==> src/rtl/burst_seq_pkg.sv <==
package burst_seq_pkg;

  localparam int MODE_W  = 10;
  localparam int LAT_MAX = 3;
  localparam int LAT_W   = $clog2(LAT_MAX + 1);

  typedef enum logic [2:0] {
    CMD_NOP   = 3'd0,
    CMD_READ  = 3'd1,
    CMD_WRITE = 3'd2,
    CMD_LOAD  = 3'd3,
    CMD_TERM  = 3'd4
  } cmd_e;

  typedef struct packed {
    logic       wr_single;
    logic [1:0] op_mode;
    logic [2:0] lat;
    logic       interleave;
    logic [2:0] len_code;
  } mode_t;

  localparam mode_t MODE_RST = '{
    wr_single:  1'b0,
    op_mode:    2'b00,
    lat:        3'd1,
    interleave: 1'b0,
    len_code:   3'b000
  };

endpackage

==> src/rtl/burst_mode_reg.sv <==
module burst_mode_reg
  import burst_seq_pkg::*;
#(
  parameter int COL_W = 5,
  localparam int LG_W = $clog2(COL_W + 1)
) (
  input  logic              clk_i,
  input  logic              rst_ni,
  input  logic              load_i,
  input  logic [MODE_W-1:0] mode_i,
  output mode_t             mode_o,
  output logic [LG_W-1:0]   rd_lg_o,
  output logic [LG_W-1:0]   wr_lg_o,
  output logic              interleave_o,
  output logic [LAT_W-1:0]  lat_o,
  output logic              err_o
);

  mode_t mode_q;
  logic  len_bad, lat_bad, op_bad;

  always_ff @(posedge clk_i or negedge rst_ni) begin
    if (!rst_ni)     mode_q <= MODE_RST;
    else if (load_i) mode_q <= mode_t'(mode_i);
  end

  always_comb begin
    len_bad = 1'b0;
    unique case (mode_q.len_code)
      3'b000:  rd_lg_o = LG_W'(0);
      3'b001:  rd_lg_o = LG_W'(1);
      3'b010:  rd_lg_o = LG_W'(2);
      3'b011:  rd_lg_o = LG_W'(3);
      3'b111:  rd_lg_o = LG_W'(COL_W);
      default: begin
        rd_lg_o = LG_W'(0);
        len_bad = 1'b1;
      end
    endcase
    // write policy: single beat, or full page capped at 8
    if (mode_q.wr_single)                 wr_lg_o = LG_W'(0);
    else if (mode_q.len_code == 3'b111)   wr_lg_o = LG_W'(3);
    else                                  wr_lg_o = rd_lg_o;
    lat_bad = (mode_q.lat == 3'd0) || (int'(mode_q.lat) > LAT_MAX);
    op_bad  = (mode_q.op_mode != 2'b00);
  end

  assign err_o        = len_bad | lat_bad | op_bad;
  assign interleave_o = mode_q.interleave;
  assign lat_o        = mode_q.lat[LAT_W-1:0];
  assign mode_o       = mode_q;

  initial begin
    assert (COL_W >= 4) else $error("COL_W must exceed the 8-beat write cap");
  end

  AST_WR_NEVER_FULL: assert property (@(posedge clk_i) disable iff (!rst_ni)
    !err_o |-> (wr_lg_o <= LG_W'(3)));

endmodule

==> src/rtl/burst_addr_gen.sv <==
module burst_addr_gen #(
  parameter int COL_W = 5,
  localparam int LG_W  = $clog2(COL_W + 1),
  localparam int CNT_W = COL_W + 1
) (
  input  logic             clk_i,
  input  logic             rst_ni,
  input  logic             start_i,
  input  logic             kind_i,
  input  logic [COL_W-1:0] addr_i,
  input  logic [LG_W-1:0]  lg_i,
  input  logic             il_i,
  input  logic             stop_i,
  output logic             beat_o,
  output logic             kind_o,
  output logic [COL_W-1:0] col_o,
  output logic             active_o
);

  logic             act_q, kind_q, il_q;
  logic [LG_W-1:0]  lg_q;
  logic [COL_W-1:0] base_q;
  logic [CNT_W-1:0] idx_q;
  logic [CNT_W-1:0] len_q;

  function automatic logic [COL_W-1:0] walk(
    input logic [COL_W-1:0] a,
    input logic [COL_W-1:0] i,
    input logic [LG_W-1:0]  lg,
    input logic             il
  );
    logic [COL_W-1:0] mask, low;
    mask = COL_W'((CNT_W'(1) << lg) - CNT_W'(1));
    low  = il ? (a ^ i) : (a + i);
    return (a & ~mask) | (low & mask);
  endfunction

  assign len_q = CNT_W'(1) << lg_q;

  always_comb begin
    beat_o = 1'b0;
    kind_o = kind_q;
    col_o  = base_q;
    if (start_i) begin
      beat_o = 1'b1;
      kind_o = kind_i;
      col_o  = addr_i;
    end else if (act_q && !stop_i) begin
      beat_o = 1'b1;
      col_o  = walk(base_q, idx_q[COL_W-1:0], lg_q, il_q);
    end
  end

  always_ff @(posedge clk_i or negedge rst_ni) begin
    if (!rst_ni) begin
      act_q  <= 1'b0;
      kind_q <= 1'b0;
      il_q   <= 1'b0;
      lg_q   <= '0;
      base_q <= '0;
      idx_q  <= '0;
    end else if (start_i) begin
      act_q  <= (lg_i != '0);
      kind_q <= kind_i;
      il_q   <= il_i;
      lg_q   <= lg_i;
      base_q <= addr_i;
      idx_q  <= CNT_W'(1);
    end else if (stop_i) begin
      act_q <= 1'b0;
    end else if (act_q) begin
      idx_q <= idx_q + CNT_W'(1);
      if (idx_q + CNT_W'(1) == len_q) act_q <= 1'b0;
    end
  end

  assign active_o = act_q;

  AST_IDX_BOUND: assert property (@(posedge clk_i) disable iff (!rst_ni)
    act_q |-> (idx_q < len_q));

  AST_BEAT_IN_BLOCK: assert property (@(posedge clk_i) disable iff (!rst_ni)
    (beat_o && !start_i) |-> (((col_o ^ base_q) & ~COL_W'(len_q - CNT_W'(1))) == '0));

endmodule

==> src/rtl/burst_read_pipe.sv <==
module burst_read_pipe
  import burst_seq_pkg::*;
#(
  parameter int DW = 16
) (
  input  logic             clk_i,
  input  logic             rst_ni,
  input  logic             issue_i,
  input  logic [DW-1:0]    data_i,
  input  logic [LAT_W-1:0] lat_i,
  output logic             oe_o,
  output logic             rvalid_o,
  output logic [DW-1:0]    rdata_o,
  output logic             pending_o
);

  logic [LAT_MAX:1] vld_q;
  logic [DW-1:0]    dat_q [LAT_MAX:1];
  logic             lead, cur;
  logic [DW-1:0]    dsel;

  for (genvar k = 1; k <= LAT_MAX; k++) begin : g_stage
    if (k == 1) begin : g_head
      always_ff @(posedge clk_i or negedge rst_ni) begin
        if (!rst_ni) begin
          vld_q[k] <= 1'b0;
          dat_q[k] <= '0;
        end else begin
          vld_q[k] <= issue_i;
          dat_q[k] <= data_i;
        end
      end
    end else begin : g_tail
      always_ff @(posedge clk_i or negedge rst_ni) begin
        if (!rst_ni) begin
          vld_q[k] <= 1'b0;
          dat_q[k] <= '0;
        end else begin
          vld_q[k] <= vld_q[k-1];
          dat_q[k] <= dat_q[k-1];
        end
      end
    end
  end

  // lead: word due one edge later; cur: word due now
  always_comb begin
    lead = issue_i;
    cur  = vld_q[1];
    dsel = dat_q[1];
    for (int k = 2; k <= LAT_MAX; k++) begin
      if (int'(lat_i) == k) begin
        lead = vld_q[k-1];
        cur  = vld_q[k];
        dsel = dat_q[k];
      end
    end
  end

  always_ff @(posedge clk_i or negedge rst_ni) begin
    if (!rst_ni) begin
      oe_o     <= 1'b0;
      rvalid_o <= 1'b0;
      rdata_o  <= '0;
    end else begin
      oe_o     <= lead | cur;
      rvalid_o <= cur;
      if (cur) rdata_o <= dsel;
    end
  end

  assign pending_o = |vld_q;

  AST_OE_COVERS_VALID: assert property (@(posedge clk_i) disable iff (!rst_ni)
    rvalid_o |-> oe_o);

  AST_OE_LEADS_DATA: assert property (@(posedge clk_i) disable iff (!rst_ni)
    $rose(rvalid_o) |-> $past(oe_o));

endmodule

==> src/rtl/burst_seq.sv <==
module burst_seq
  import burst_seq_pkg::*;
#(
  parameter int COL_W = 5,
  parameter int DW    = 16
) (
  input  logic              clk_i,
  input  logic              rst_ni,
  input  logic [2:0]        cmd_i,
  input  logic [COL_W-1:0]  addr_i,
  input  logic [MODE_W-1:0] mode_i,
  input  logic [DW-1:0]     wdata_i,
  output logic              beat_o,
  output logic              beat_wr_o,
  output logic [COL_W-1:0]  col_o,
  output logic              oe_o,
  output logic              rvalid_o,
  output logic [DW-1:0]     rdata_o,
  output logic              mode_err_o
);

  localparam int DEPTH = 1 << COL_W;
  localparam int LG_W  = $clog2(COL_W + 1);

  mode_t            mode_q;
  logic [LG_W-1:0]  rd_lg, wr_lg;
  logic             il;
  logic [LAT_W-1:0] lat;
  logic             rd_go, wr_go, term, load_go, idle;
  logic             active, pending;
  logic [DW-1:0]    mem [DEPTH];

  assign rd_go   = (cmd_i == CMD_READ)  && !mode_err_o;
  assign wr_go   = (cmd_i == CMD_WRITE) && !mode_err_o;
  assign term    = (cmd_i == CMD_TERM);
  assign idle    = !active && !pending;
  assign load_go = (cmd_i == CMD_LOAD) && idle;

  burst_mode_reg #(.COL_W(COL_W)) u_mode (
    .clk_i        (clk_i),
    .rst_ni       (rst_ni),
    .load_i       (load_go),
    .mode_i       (mode_i),
    .mode_o       (mode_q),
    .rd_lg_o      (rd_lg),
    .wr_lg_o      (wr_lg),
    .interleave_o (il),
    .lat_o        (lat),
    .err_o        (mode_err_o)
  );

  burst_addr_gen #(.COL_W(COL_W)) u_addr (
    .clk_i    (clk_i),
    .rst_ni   (rst_ni),
    .start_i  (rd_go | wr_go),
    .kind_i   (wr_go),
    .addr_i   (addr_i),
    .lg_i     (wr_go ? wr_lg : rd_lg),
    .il_i     (il),
    .stop_i   (term),
    .beat_o   (beat_o),
    .kind_o   (beat_wr_o),
    .col_o    (col_o),
    .active_o (active)
  );

  always_ff @(posedge clk_i) begin
    if (beat_o && beat_wr_o) mem[col_o] <= wdata_i;
  end

  burst_read_pipe #(.DW(DW)) u_rpipe (
    .clk_i     (clk_i),
    .rst_ni    (rst_ni),
    .issue_i   (beat_o && !beat_wr_o),
    .data_i    (mem[col_o]),
    .lat_i     (lat),
    .oe_o      (oe_o),
    .rvalid_o  (rvalid_o),
    .rdata_o   (rdata_o),
    .pending_o (pending)
  );

  AST_NO_ACCESS_ON_ERR: assert property (@(posedge clk_i) disable iff (!rst_ni)
    mode_err_o |-> !beat_o);

  AST_LOAD_ONLY_IDLE: assert property (@(posedge clk_i) disable iff (!rst_ni)
    ((cmd_i == CMD_LOAD) && !idle) |=> $stable(mode_q));

  AST_WR_SINGLE_BEAT: assert property (@(posedge clk_i) disable iff (!rst_ni)
    (mode_q.wr_single && !wr_go) |-> !(beat_o && beat_wr_o));

endmodule

==> config.mk <==
export PLATFORM = sky130hd
export DESIGN_NAME = burst_seq
export DESIGN_NICKNAME = d
export VERILOG_FILES = /design/src/rtl/burst_seq_pkg.sv /design/src/rtl/burst_mode_reg.sv /design/src/rtl/burst_addr_gen.sv /design/src/rtl/burst_read_pipe.sv /design/src/rtl/burst_seq.sv
export SDC_FILE = /design/constraint.sdc
export NUM_CORES = 1
export LEC_CHECK = 0
export ABC_AREA = 1
export BUFFER_PORTS_ARGS = -buffer_cell sky130_fd_sc_hd__buf_2
export CAP_MARGIN = 20
export CORE_MARGIN = 2
export CORE_UTILIZATION = 43
export DETAILED_ROUTE_END_ITERATION = 8
export HOLD_SLACK_MARGIN = 0.03
export PLACE_DENSITY = 0.57
export SLEW_MARGIN = 20
export SYNTH_ARGS = -nofsm -noshare
export SYNTH_HDL_FRONTEND = slang
export SYNTH_SLANG_ARGS = --single-unit
==> constraint.sdc <==
create_clock -name clk_i -period 3.7 [get_ports clk_i]
set_input_delay 0.37 -clock clk_i [delete_from_list [all_inputs] [get_ports clk_i]]
set_output_delay 0.37 -clock clk_i [all_outputs]
set_load 0.02 [all_outputs]
==> reports/results.md, run 1 <==
| Stage | Item | Reported |
| --- | --- | --- |
| outcome | Outcome | completed |
| setup path | Worst path cell trace | ha_1 > inv_1 > fa_1 > o21ai_0 > nand2_1 > o21ai_0 > nand2_1 > nand2_4 > buf_12 > nand3_1 > buf_4 > nor2_1 > buf_12 |
| timing | Min Tclk post-route | 3.35 ns |
| die | Starting density of the core | 0.433 |
| die | Die span in x | 247 um |
| yosys | Warnings, synthesis | 0 |
| pwr | Int Power | 14.1 mW |
| timing | Total count of max-transition violations in the final report | 0 |
| hold path | Launch instance of the worst min-delay path | addr_i[4] |
| grt | Via count of the first global-routing pass | 16500 |
| clock tree | H-tree Lvls | 3 |
| setup path | Reg-to-reg endpoint | mem[19][8]$_DFFE_PP_ |
| final layout | Area growth from synthesis to layout | 13.8% |
| clock tree | Clock Sink Count | 608 |
| routing | Via count | 17200 |
| place | Last weighted congestion value of the routability-driven placer | 0.878 |
| timing | Maximum clock rate | 299 MHz |
| yosys | Average cell area after synthesis | 10.5 um2 |
| final layout | Layout Cell Area excl Fill | 0.0289 mm2 |
| setup path | Startpoint type of the worst setup path | flip-flop |
| routing | First-iteration detailed-routing DRC count | 1505 |
| clock tree | Number of instances resized during post-cts repair | 0 |
| die | Core region area | 0.0587 mm2 |
| yosys | Cells after Synth | 2420 |
| yosys | Synth top area share | 0.605 |
| grt | Wire length of the first global-routing pass | 102000 um |
| final layout | Post-layout util | 0.493 |
| routing | Post-DR vias/cell | 5.15 |
| pwr | Net Sw Power | 9.44 mW |
| clock tree | Clk Tree Root Cell | sky130_fd_sc_hd__clkbuf_16 |
| routing | Wire length after detailed routing | 66900 um |
| pwr | Reg power frac | 0.351 |
| pwr | Lkg Pwr | 12.1 nW |
| setup path | Worst reg-to-reg path cell count | 13 |
| setup path | Crit path capture type | flip-flop |
| hold path | Min-Delay Path Class | primary input to flip-flop |
| setup path | Required time reported for the critical path endpoint | 3.99 ns |
| yosys | Primary flip-flop cell chosen by synthesis mapping | sky130_fd_sc_hd__edfxtp_1 |
| place | Detailed Place HPWL | 39700 um |
| timing | Sum of negative setup slack | 0 ns |
| grt | Total grt overflow | 0 |
| clock tree | Clock insertion delay at the later pin of the skew report | 0.60 ns |
| final layout | Final #Nets | 2552 |
| yosys | Largest area contributor in the synthesized netlist | sky130_fd_sc_hd__edfxtp_1 |
| timing | Final worst-path cycle share | 0.904 |
| die | Chip Height | 247 um |
| die | Total number of placement rows | 89 |
| timing | Count of endpoints failing hold in the final timing report | 0 |
| place | Number of buffer cells added on primary ports | 61 |
| setup path | Flop-to-flop setup slack | 0.35 ns |
| clock tree | TritonCTS clock tree | yes |
| place | Worst setup slack before clock tree synthesis | 0.393 ns |
| grt | Largest net degree at the start of global routing | 144 |
| timing | Final worst-path setup slack | 0.354 ns |
| setup path | Worst-path fanout max | 82 |
| yosys | FF+latch count, synth | 608 |
| yosys | Post-synth EDFFs | 512 |
| setup path | Critical Path AT | 3.64 ns |
| setup path | Maximum single-stage delay on the critical path | 0.44 ns |
| routing | Number of optimization iterations in the first detailed-route pass | 5 |
| yosys | Dominant cells by area after synthesis | sky130_fd_sc_hd__edfxtp_1 61%, sky130_fd_sc_hd__nand2_1 19%, sky130_fd_sc_hd__dfrtp_1 9.4% |
| grt | GRT Resource Usage Total | 0.224 |
| yosys | Share of flip-flops with an asynchronous set or reset after synthesis | 0.158 |
| die | Floorplan die area | 0.0611 mm2 |
| setup path | Gate family responsible for the most delay along the worst path | simple AND/OR/NAND/NOR gates |
| timing | Number of setup violations in the final report | 0 |
| pwr | Sw Share | 0.401 |
| yosys | Share of synthesized area occupied by flip-flops and latches | 0.700 |
| pwr | Proportion of power drawn by combinational gates | 0.376 |
| timing | Worst rel slew slack | 0.333 |
| pwr | Clk network pwr share | 0.272 |
| clock tree | Clock-pin slew reported for the worst setup and hold paths after clock tree synthesis | 0.06 ns |
| setup path | Worst Setup Path Type | flip-flop to flip-flop |
| clock tree | Number of buffers inserted during clock tree synthesis | 66 |
| die | # IOs | 62 |
| pwr | Max IR drop VDD | 0.641 mV |
| flow run | Number of violations of the max-capacitance limit | 0 |
| timing | Pin slew with the least headroom to its limit | 1.00 ns |
| final layout | Proportion of layout cells with a drive suffix above 1 | 0.0993 |
| grt | Number of antenna violations at the first check in global routing | 1 |
| pwr | Power per cell area | 815 mW/mm2 |
| hold path | Min-Delay Path Depth | 3 |
| setup path | Worst reg2reg path startpoint | u_addr.idx_q[0]$_DFFE_PN0P_ |
| clock tree | Maximum count of clock buffers along a single path | 3 |
| setup path | Number of buffer and inverter instances along the worst setup path | 4 |
| routing | Remaining number of nets flagged by the antenna check after routing | 0 |
| hold path | Endpoint, Worst Hold | u_addr.base_q[4]$_DFFE_PN0P_ |
| setup path | Slowest cell on the critical path | sky130_fd_sc_hd__dfrtp_1 |
| routing | Detailed-route wire length per cell | 20.1 um |
| final layout | Antenna diodes | 0 |
| yosys | Post-synthesis cell area | 0.0254 mm2 |
| timing | RSZ-0062 raised after global routing | no |
| place | Placed Instance Area | 0.0267 mm2 |
| routing | Drc violations | 0 |
| yosys | Syn Nets | 2462 |
| yosys | Post-synthesis cell type count | 39 |
| timing | Layout Skew | 0.0250 ns |
## worst max-delay path by stage
| stage | from | to | slack [ns] | depth (start not counted) |
|---|---|---|---|---|
| final | u_addr.idx_q[0]$_DFFE_PN0P_ | mem[19][8]$_DFFE_PP_ | 0.35 | 13 |
| after global routing | u_addr.idx_q[0]$_DFFE_PN0P_ | mem[18][11]$_DFFE_PP_ | 0.18 | 13 |
| after CTS | u_addr.idx_q[0]$_DFFE_PN0P_ | mem[19][10]$_DFFE_PP_ | 0.36 | 13 |
| after detailed placement | u_addr.idx_q[0]$_DFFE_PN0P_ | mem[19][10]$_DFFE_PP_ | 0.39 | 13 |
| after global placement | u_addr.idx_q[0]$_DFFE_PN0P_ | mem[19][7]$_DFFE_PP_ | 0.45 | 13 |
| after floorplan | u_addr.idx_q[0]$_DFFE_PN0P_ | mem[16][0]$_DFFE_PP_ | 0.44 | 15 |
## cells in the final DEF, fill, tap and decap left out, drive strengths merged
master and instances:
nand2 1271, edfxtp 512, nand3 184, buf 127, nor2 114, dfrtp 95
clkbuf 88, inv 49, clkinv 20, a41oi 16, o21ai 14, dlygate4sd3 12
a21oi 10, xor2 9, nand4 5, mux2 5, ha 5, bufinv 4
nor3 3, xnor2 2, o22ai 2, clkinvlp 2, nor3b 1, o2111ai 1
nand3b 1, a221oi 1, nor4 1, a22o 1, o41ai 1, o211ai 1
fa 1, dfstp 1
## sequential cells by signal (all words and copies together) (netlist names)
signal	count
u_rpipe.dat_q	48
u_addr.lg_q	3
u_rpipe.rvalid_o	1
u_rpipe.vld_q	3
u_rpipe.rdata_o	16
u_addr.kind_q	1
u_addr.il_q	1
mem	512
u_mode.lat_o	2
u_addr.idx_q	6
u_addr.active_o	1
u_addr.base_q	5
u_rpipe.oe_o	1
u_mode.interleave_o	1
u_mode.mode_o	7
## per-stage QoR
| step | instances | power [mW] | hold slack, ns |
|---|---|---|---|
| finish | 3332 | 23.6 | 0.0952 |
| global placement | 3203 | 17.2 | 0.355 |
| CTS | 3332 | 23.7 | 0.0701 |
| global route | 3332 | 25.1 | 0.103 |
| detailed placement | 3203 | 17.2 | 0.359 |
| floorplan | 2420 | 14.3 | 0.0744 |
## power groups by stage
stage          sequential, mW  combinational [mW]  clock [mW]
2_1_floorplan            8.43                5.89           0
3_3_place_gp             8.39                8.78           0
3_5_place_dp             8.42                8.82           0
4_1_cts                  8.29                8.86        6.56
5_1_grt                  8.34                9.92        6.84
6_report                 8.28                8.88        6.42
## timing repair
| item | CTS | global route |
|---|---|---|
| hold buffers | 12 | 0 |
| endpoints found under the hold margin | 68 | 0 |
| buffers inserted | 0 | 0 |
## cells in the mapped netlist (2+ instances only)
| cell | instances |
|---|---|
| sky130_fd_sc_hd__nand2_1 | 1263 |
| sky130_fd_sc_hd__edfxtp_1 | 512 |
| sky130_fd_sc_hd__nand3_1 | 181 |
| sky130_fd_sc_hd__nor2_1 | 103 |
| sky130_fd_sc_hd__dfrtp_1 | 95 |
| sky130_fd_sc_hd__buf_2 | 84 |
| sky130_fd_sc_hd__inv_1 | 41 |
| sky130_fd_sc_hd__clkbuf_1 | 23 |
| sky130_fd_sc_hd__a41oi_1 | 16 |
| sky130_fd_sc_hd__o21ai_0 | 13 |
| sky130_fd_sc_hd__a21oi_1 | 10 |
| sky130_fd_sc_hd__xor2_1 | 9 |
| sky130_fd_sc_hd__buf_4 | 8 |
| sky130_fd_sc_hd__nor2_4 | 8 |
| sky130_fd_sc_hd__ha_1 | 5 |
| sky130_fd_sc_hd__mux2_2 | 5 |
| sky130_fd_sc_hd__nand2_2 | 5 |
| sky130_fd_sc_hd__nand4_1 | 5 |
| sky130_fd_sc_hd__inv_2 | 4 |
| sky130_fd_sc_hd__nand2_4 | 3 |
| sky130_fd_sc_hd__nand3_2 | 3 |
| sky130_fd_sc_hd__nor3_1 | 3 |
| sky130_fd_sc_hd__buf_6 | 2 |
| sky130_fd_sc_hd__nor2_2 | 2 |
| sky130_fd_sc_hd__o22ai_1 | 2 |
| sky130_fd_sc_hd__xnor2_1 | 2 |
## per-layer routing
metal	vias to the layer above	global-route usage	share of wire	wire length, um
met5	-	0	0.00024	16
li1	8182	-	-	-
met1	8313	0.330	0.46	31100
met2	529	0.331	0.43	29100
met3	126	0.0365	0.066	4420
met4	2	0.0868	0.034	2300
## logic make-up (layout without fill, tap and decap cells)
logic type      Yosys count  count (layout)  share of synthesized area
fa+ha+maj                 6               6                    0.00325
compound gates           47              47                     0.0124
buf+inv                 163             302                     0.0300
xor+xnor                 11              11                    0.00379
simple gates           1580            1580                      0.249
flops                   608             608                      0.700
mux                       5               5                    0.00222
## tightest hold or removal path, stage by stage
cell,delay (ns)
sky130_fd_sc_hd__buf_2,0.10
sky130_fd_sc_hd__nand2_1,0.08
sky130_fd_sc_hd__nand2_1,0.09
## final cells by class
cell class | count | area (um2)
multi-input cells | 1649 | 6890
clock inverters | 29 | 277
clock buffers | 88 | 1830
repair buffers | 139 | 1010
fillers | 5247 | 29800
well taps | 773 | 967
flip-flops and latches | 608 | 17800
inverters | 46 | 175
(Power assumes the default switching activity.)
==> run 2: changes to the inputs <==
--- a/config.mk
+++ b/config.mk
@@ -5,7 +5,6 @@
 export SDC_FILE = /design/constraint.sdc
 export NUM_CORES = 1
 export LEC_CHECK = 0
-export ABC_AREA = 1
 export BUFFER_PORTS_ARGS = -buffer_cell sky130_fd_sc_hd__buf_2
 export CAP_MARGIN = 20
 export CORE_MARGIN = 2
@@ -13,6 +12,7 @@
 export DETAILED_ROUTE_END_ITERATION = 8
 export HOLD_SLACK_MARGIN = 0.03
 export PLACE_DENSITY = 0.57
+export SKIP_LAST_GASP = 1
 export SLEW_MARGIN = 20
 export SYNTH_ARGS = -nofsm -noshare
 export SYNTH_HDL_FRONTEND = slang
==> reports/results.md, run 2 <==
| Stage | Item | Reported |
| --- | --- | --- |
| yosys | Post-synthesis cell area | 0.0240 mm2 |
| routing | First-iteration detailed-routing DRC count | 1415 |
| grt | Most crowded layer after global routing | met2 |
| grt | Number of antenna violations at the first check in global routing | 0 |
| timing | Final worst-path cycle share | 0.981 |
| pwr | PnR Total Power | 23.2 mW |
| grt | Largest net degree at the start of global routing | 77 |
| clock tree | Clock Sink Count | 608 |
| pwr | Reg power frac | 0.360 |
| final layout | Commonest cells after routing, fill and taps aside | 512 x sky130_fd_sc_hd__edfxtp_1, 495 x sky130_fd_sc_hd__nand2_1, 135 x sky130_fd_sc_hd__nand3_1, 123 x sky130_fd_sc_hd__a32oi_1, 95 x sky130_fd_sc_hd__dfrtp_1 |
| place | Placed Instance Area | 0.0256 mm2 |
| yosys | Dominant combinational cell family by area after synthesis | simple AND/OR/NAND/NOR gates |
| grt | Wire length of the first global-routing pass | 95800 um |
| grt | Total grt overflow | 0 |
| final layout | Most common cell after layout, fill and taps aside | sky130_fd_sc_hd__edfxtp_1 |
| pwr | Power per cell area | 832 mW/mm2 |
| routing | Number of optimization iterations in the first detailed-route pass | 5 |
| routing | Post-DR vias/cell | 5.60 |
| timing | RSZ-0062 raised after global routing | yes |
| grt | M3 GR Usage | 0.0450 |
| clock tree | Clock insertion delay at the later pin of the skew report | 0.61 ns |
| yosys | Largest area contributor in the synthesized netlist | sky130_fd_sc_hd__edfxtp_1 |
| place | Last weighted congestion value of the routability-driven placer | 0.919 |
| clock tree | Clock-pin slew reported for the worst setup and hold paths after clock tree synthesis | 0.06 ns |
| timing | Worst rel slew slack | 0.231 |
| die | Core region area | 0.0551 mm2 |
| final layout | Area growth from synthesis to layout | 16.4% |
| yosys | Syn Nets | 1833 |
| die | Starting density of the core | 0.435 |
| clock tree | Clk Tree Root Cell | sky130_fd_sc_hd__clkbuf_16 |
| final layout | Top flop regs | mem: 512 flops, u_rpipe.dat_q: 48 flops, u_rpipe.rdata_o: 16 flops |
| outcome | Outcome | completed |
| setup path | Worst Setup Path Type | flip-flop to flip-flop |
| die | # IOs | 62 |
| pwr | Max IR drop VDD | 0.586 mV |
| setup path | Worst-path fanout max | 72 |
| place | Worst setup slack before clock tree synthesis | 0.0964 ns |
| final layout | Proportion of layout cells with a drive suffix above 1 | 0.144 |
| timing | Layout Skew | 0.0207 ns |
| timing | Worst-case hold slack | 0.105 ns |
| setup path | Worst reg2reg path startpoint | u_mode.mode_o[6]$_DFFE_PN0P_ |
| timing | Number of setup violations in the final report | 0 |
| place | DP Cell Count | 2591 |
| die | Total number of placement rows | 86 |
| pwr | Proportion of power drawn by combinational gates | 0.361 |
| yosys | Synthesized-area fraction occupied by xor and xnor cells | 0.00438 |
| hold path | Launch instance of the worst min-delay path | addr_i[4] |
| grt | Via count of the first global-routing pass | 14600 |
| setup path | Worst setup startpoint | u_mode.mode_o[6]$_DFFE_PN0P_ |
| timing | Final worst-path setup slack | 0.0708 ns |
| setup path | Startpoint type of the worst setup path | flip-flop |
| setup path | Required time reported for the critical path endpoint | 3.98 ns |
| place | Detailed Place HPWL | 39600 um |
| pwr | Lkg Pwr | 10.0 nW |
| routing | Detailed-route wire length per cell | 23.6 um |
| yosys | Dominant cells by area after synthesis | sky130_fd_sc_hd__edfxtp_1 64%, sky130_fd_sc_hd__dfrtp_1 9.9%, sky130_fd_sc_hd__nand2_1 7.8% |
| routing | Remaining number of nets flagged by the antenna check after routing | 0 |
| place | Number of buffer cells added on primary ports | 61 |
| pwr | Net Sw Power | 8.74 mW |
| final layout | Final #Nets | 1967 |
| final layout | Register name with the most flops | mem |
| timing | Maximum clock rate | 276 MHz |
| yosys | Warnings, synthesis | 0 |
| yosys | Post-synthesis cell type count | 60 |
| die | Die span in x | 240 um |
| yosys | Share of synthesized area occupied by flip-flops and latches | 0.741 |
| grt | Met2 Resource Use GR | 0.369 |
| clock tree | Maximum count of clock buffers along a single path | 3 |
| yosys | Post-synthesis compound-gate area fraction | 0.0760 |
| routing | Drc violations | 0 |
| yosys | Primary flip-flop cell chosen by synthesis mapping | sky130_fd_sc_hd__edfxtp_1 |
| yosys | Synth top area share | 0.641 |
| final layout | Layout Cell Area excl Fill | 0.0279 mm2 |
| pwr | Sw Share | 0.376 |
| yosys | Adder-cell area share of the yosys netlist | 0.00386 |
| die | Chip Height | 240 um |
| timing | Min Tclk post-route | 3.63 ns |
| yosys | FF+latch count, synth | 608 |
| clock tree | Number of buffers inserted during clock tree synthesis | 66 |
| clock tree | Post-CTS repair timing setup buffer count | 0 |
| setup path | Crit path capture type | flip-flop |
| hold path | Min-Delay Path Class | primary input to flip-flop |
| setup path | Critical Path AT | 3.91 ns |
| yosys | Share of flip-flops with an asynchronous set or reset after synthesis | 0.158 |
| routing | Wire length after detailed routing | 64300 um |
| timing | Count of endpoints failing hold in the final timing report | 0 |
| grt | GRT Resource Usage Total | 0.227 |
| grt | GR met1 Demand/Resource | 0.310 |
| yosys | Post-synth EDFFs | 512 |
| final layout | Antenna diodes | 0 |
| routing | Via count | 15200 |
| yosys | Cells after Synth | 1791 |
| clock tree | TritonCTS clock tree | yes |
| timing | Total count of max-transition violations in the final report | 0 |
| yosys | Most used standard cells in the synthesized netlist | 512 x sky130_fd_sc_hd__edfxtp_1, 496 x sky130_fd_sc_hd__nand2_1, 135 x sky130_fd_sc_hd__nand3_1 |
| flow run | Number of violations of the max-capacitance limit | 0 |
| timing | Pin slew with the least headroom to its limit | 1.15 ns |
| yosys | Count leader, synth | sky130_fd_sc_hd__edfxtp_1 |
| die | Floorplan die area | 0.0577 mm2 |
| yosys | Proportion of synthesized area in mux cells | 0.0176 |
| final layout | Number of flip-flops in the largest register | 512 |
| yosys | Simple-gate portion of the synthesized area | 0.130 |
| yosys | Average cell area after synthesis | 13.4 um2 |
| pwr | Clk network pwr share | 0.279 |
| pwr | Int Power | 14.5 mW |
| clock tree | H-tree Lvls | 3 |
| final layout | Final std cells w/o fill | 2723 |
-- run 2: what timing repair did --
action | 4_1_cts | 5_1_grt
resized for setup | 0 | 2
endpoints found under the hold margin | 70 | 0
hold buffers | 15 | 0
endpoints found under the setup margin | 1 | 132
-- run 2: cell families after synthesis --
group,after synthesis
mux,41
flops,608
compound gates,255
fa+ha+maj,7
simple gates,740
xor+xnor,12
buf+inv,128
-- run 2: layer usage --
| layer | routed length (um) | vias up |
|---|---|---|
| met5 | 0 | - |
| met4 | 1650 | 0 |
| met3 | 4210 | 106 |
| met2 | 30900 | 533 |
| met1 | 27500 | 7700 |
| li1 | - | 6910 |
-- run 2: layout make-up --
cell class	instances	area (um2)
Fill cell	4721	27200
Clock buffer	97	1880
Inverter	13	61.3
Tap cell	748	936
Timing Repair Buffer	181	1410
Sequential cell	608	17800
Clock inverter	21	243
Multi-Input combinational cell	1055	5600
-- run 2: worst paths after layout --
path / depth (start not counted) / slack (ns) / endpoint
worst min register to register: 0 / 0.37 / u_rpipe.dat_q[46]$_DFF_PN0_
worst max-delay path: 11 / 0.07 / mem[7][6]$_DFFE_PP_
worst max register to register: 11 / 0.07 / mem[7][6]$_DFFE_PP_
max in group asynchronous: 3 / 2.52 / u_rpipe.dat_q[16]$_DFF_PN0_
worst min-delay path: 3 / 0.10 / u_addr.base_q[4]$_DFFE_PN0P_
min in group asynchronous: 2 / 0.39 / u_rpipe.rdata_o[5]$_DFFE_PN0P_
-- run 2: power by group through the flow --
stage / combinational [mW] / sequential [mW] / clock (mW)
floorplan: 5.21 / 8.41 / 0
global placement: 8.33 / 8.49 / 0
detailed placement: 8.38 / 8.50 / 0
CTS: 8.40 / 8.37 / 6.59
global route: 9.12 / 8.42 / 6.88
finish: 8.39 / 8.37 / 6.48
-- run 2: stage by stage --
step,TNS [ns],util
2_1_floorplan,-1.57,-
3_3_place_gp,0,0.465
3_5_place_dp,0,0.465
4_1_cts,0,0.507
5_1_grt,-4.67,0.507
6_report,0,0.507
-- run 2: worst max-delay path, cell delays in order (launching register included) --
cell and delay (ns):
sky130_fd_sc_hd__dfrtp_1 0.38, sky130_fd_sc_hd__or3_4 0.42, sky130_fd_sc_hd__nor4_4 0.36, sky130_fd_sc_hd__buf_4 0.26, sky130_fd_sc_hd__a311o_1 0.19, sky130_fd_sc_hd__nand2_4 0.14
sky130_fd_sc_hd__inv_8 0.40, sky130_fd_sc_hd__buf_12 0.27, sky130_fd_sc_hd__nand4_2 0.11, sky130_fd_sc_hd__buf_4 0.21, sky130_fd_sc_hd__nor2_1 0.20, sky130_fd_sc_hd__buf_4 0.30
==> run 3: changes to the inputs <==
==> constraint.sdc (replaced) <==
create_clock -name clk_i -period 3.7 [get_ports clk_i]
set_input_delay 0.555 -clock clk_i [delete_from_list [all_inputs] [get_ports clk_i]]
set_output_delay 0.555 -clock clk_i [all_outputs]
set_load 0.02 [all_outputs]
==> reports/results.md, run 3 (synthesis gave the netlist of run 2 again) <==
| Stage | Item | Reported |
| --- | --- | --- |
| pwr | Clk network pwr share | 0.279 |
| grt | Wire length of the first global-routing pass | 95100 um |
| setup path | Required time reported for the critical path endpoint | 3.14 ns |
| timing | Final worst-path cycle share | 0.961 |
| grt | Met2 Resource Use GR | 0.357 |
| timing | Worst-case hold slack | 0.0122 ns |
| timing | Layout Skew | 0.0300 ns |
| clock tree | Clock Sink Count | 608 |
| die | Total number of placement rows | 86 |
| pwr | Lkg Pwr | 10.1 nW |
| pwr | Power per cell area | 848 mW/mm2 |
| timing | RSZ-0062 raised after global routing | no |
| flow run | Number of violations of the max-capacitance limit | 0 |
| clock tree | Clk Tree Root Cell | sky130_fd_sc_hd__clkbuf_16 |
| setup path | Critical Path AT | 3.00 ns |
| final layout | Final #Nets | 1955 |
| setup path | Worst Setup Path Type | flip-flop to output pin |
| die | Starting density of the core | 0.435 |
| routing | Post-DR vias/cell | 5.60 |
| timing | Maximum clock rate | 281 MHz |
| final layout | Area taken by flip-flops and latches | 0.0178 mm2 |
| grt | M3 GR Usage | 0.0711 |
| routing | First-iteration detailed-routing DRC count | 1401 |
| routing | Number of optimization iterations in the first detailed-route pass | 5 |
| pwr | Net Sw Power | 9.01 mW |
| routing | Drc violations | 0 |
| place | Placed Instance Area | 0.0258 mm2 |
| setup path | Worst reg-to-reg path cell count | 12 |
| setup path | Worst-path fanout max | 6 |
| setup path | Reg-to-reg endpoint | u_rpipe.dat_q[1]$_DFF_PN0_ |
| timing | Min Tclk post-route | 3.56 ns |
| place | Number of buffer cells added on primary ports | 61 |
| die | # IOs | 62 |
| clock tree | Clock-pin slew reported for the worst setup and hold paths after clock tree synthesis | 0.06 ns |
| timing | Worst rel slew slack | 0.431 |
| clock tree | Maximum count of clock buffers along a single path | 3 |
| setup path | Crit path capture type | output pin |
| routing | Detailed-route wire length per cell | 24.0 um |
| grt | Total grt overflow | 0 |
| pwr | Reg power frac | 0.352 |
| timing | Final worst-path setup slack | 0.145 ns |
| setup path | Startpoint type of the worst setup path | flip-flop |
| grt | Largest net degree at the start of global routing | 78 |
| die | Core region area | 0.0551 mm2 |
| die | Floorplan die area | 0.0577 mm2 |
| pwr | Max IR drop VDD | 0.579 mV |
| clock tree | Number of buffers inserted during clock tree synthesis | 66 |
| grt | Most crowded layer after global routing | met2 |
| timing | Count of endpoints failing hold in the final timing report | 0 |
| hold path | Min-Delay Path Class | primary input to asynchronous set/reset pin |
| die | Chip Height | 240 um |
| final layout | Number of flip-flops in the largest register | 512 |
| pwr | PnR Total Power | 23.8 mW |
| die | Die span in x | 240 um |
| routing | Remaining number of nets flagged by the antenna check after routing | 0 |
| clock tree | Clock insertion delay at the later pin of the skew report | 0.62 ns |
| place | Worst setup slack before clock tree synthesis | 0.218 ns |
| final layout | Area growth from synthesis to layout | 16.9% |
| routing | Via count | 15200 |
| grt | Via count of the first global-routing pass | 14600 |
| pwr | Sw Share | 0.379 |
| timing | Number of setup violations in the final report | 0 |
| grt | GRT Resource Usage Total | 0.228 |
| setup path | Flop-to-flop setup slack | 0.19 ns |
| final layout | Combined area of the multi-input logic cells | 0.00560 mm2 |
| grt | GR met1 Demand/Resource | 0.302 |
| place | Detailed Place HPWL | 40000 um |
| setup path | Worst reg2reg path startpoint | u_mode.mode_o[6]$_DFFE_PN0P_ |
| final layout | Number of fill cells in the layout | 4801 |
| final layout | Layout Cell Area excl Fill | 0.0280 mm2 |
| clock tree | H-tree Lvls | 3 |
| final layout | Post-layout util | 0.509 |
| timing | Pin slew with the least headroom to its limit | 0.854 ns |
| clock tree | TritonCTS clock tree | yes |
| final layout | Proportion of layout cells with a drive suffix above 1 | 0.149 |
| final layout | Commonest cells after routing, fill and taps aside | 512 x sky130_fd_sc_hd__edfxtp_1, 495 x sky130_fd_sc_hd__nand2_1, 135 x sky130_fd_sc_hd__nand3_1, 124 x sky130_fd_sc_hd__a32oi_1, 95 x sky130_fd_sc_hd__dfrtp_1 |
| pwr | Int Power | 14.8 mW |
| routing | Wire length after detailed routing | 65000 um |
| pwr | Proportion of power drawn by combinational gates | 0.369 |
| grt | Number of antenna violations at the first check in global routing | 5 |
| final layout | Top flop regs | mem: 512 flops, u_rpipe.dat_q: 48 flops, u_rpipe.rdata_o: 16 flops |
| place | Last weighted congestion value of the routability-driven placer | 0.926 |
| final layout | Register name with the most flops | mem |
| final layout | Most common cell after layout, fill and taps aside | sky130_fd_sc_hd__edfxtp_1 |
| outcome | Outcome | completed |
| timing | Total count of max-transition violations in the final report | 0 |
## run 3: changes by cell type in the layout (fill, tap and decap cells not counted), sizes merged
cell and change:
buf +2, bufinv +3, clkinvlp +1, dlygate4sd3 -15
clkbuf -11, inv -1, diode +2, clkinv +10
## run 3: worst max path at each step
stage	start	endpoint	slack, ns	cells after the start
floorplan	u_addr.idx_q[0]$_DFFE_PN0P_	mem[16][0]$_DFFE_PP_	-0.01	11
global placement	cmd_i[0]	u_rpipe.dat_q[8]$_DFF_PN0_	0.23	11
detailed placement	cmd_i[0]	u_rpipe.dat_q[8]$_DFF_PN0_	0.22	11
CTS	u_addr.idx_q[0]$_DFFE_PN0P_	col_o[1]	-0.02	11
global route	u_addr.idx_q[1]$_DFFE_PN0P_	col_o[4]	0.02	8
finish	u_addr.idx_q[1]$_DFFE_PN0P_	col_o[4]	0.14	8
## run 3: per-layer routing
metal,vias to the layer above,part of all wire
met5,-,0.00095
met4,4,0.032
met3,108,0.086
met2,551,0.46
met1,7648,0.42
li1,6890,-
## run 3: final cells by class
class,count,area share
antenna,2,0.000178
clock buffer,86,0.0639
clock inverter,33,0.0140
inverter,13,0.00228
multi-input combinational,1055,0.200
sequential,608,0.634
tap,748,0.0334
timing repair buffer,168,0.0525
timing repair inverter,1,0.000223
## run 3: worst max-delay path, cell delays in order (launching register included)
cell and delay, ns:
sky130_fd_sc_hd__dfrtp_1 0.43, sky130_fd_sc_hd__inv_1 0.09, sky130_fd_sc_hd__fa_1 0.43, sky130_fd_sc_hd__nand2b_1 0.15, sky130_fd_sc_hd__a211oi_1 0.26, sky130_fd_sc_hd__xnor2_1 0.12, sky130_fd_sc_hd__or4_1 0.53, sky130_fd_sc_hd__o211ai_4 0.16
sky130_fd_sc_hd__buf_6 0.21
## run 3: repair_timing
action | in CTS | in global routing
pin swaps | 0 | 1
setup buffers | 1 | 3
hold buffers | 0 | 0
gates cloned | 1 | 0
endpoints found under the setup margin | 2 | 2
gates resized for setup | 4 | 1
## run 3: stage by stage
step | TNS [ns] | cells
final | 0 | 2714
after global routing | 0 | 2712
after CTS | -0.0159 | 2710
after detailed placement | 0 | 2589
after global placement | 0 | 2589
after floorplan | -1.57 | 1791
## run 3: power groups by stage
| stage | clock (mW) | sequential (mW) | combinational (mW) |
|---|---|---|---|
| after CTS | 6.76 | 8.38 | 8.75 |
| after floorplan | 0 | 8.41 | 5.21 |
| after detailed placement | 0 | 8.52 | 8.64 |
| after global routing | 6.99 | 8.44 | 9.49 |
| after global placement | 0 | 8.51 | 8.60 |
| final | 6.63 | 8.38 | 8.78 |
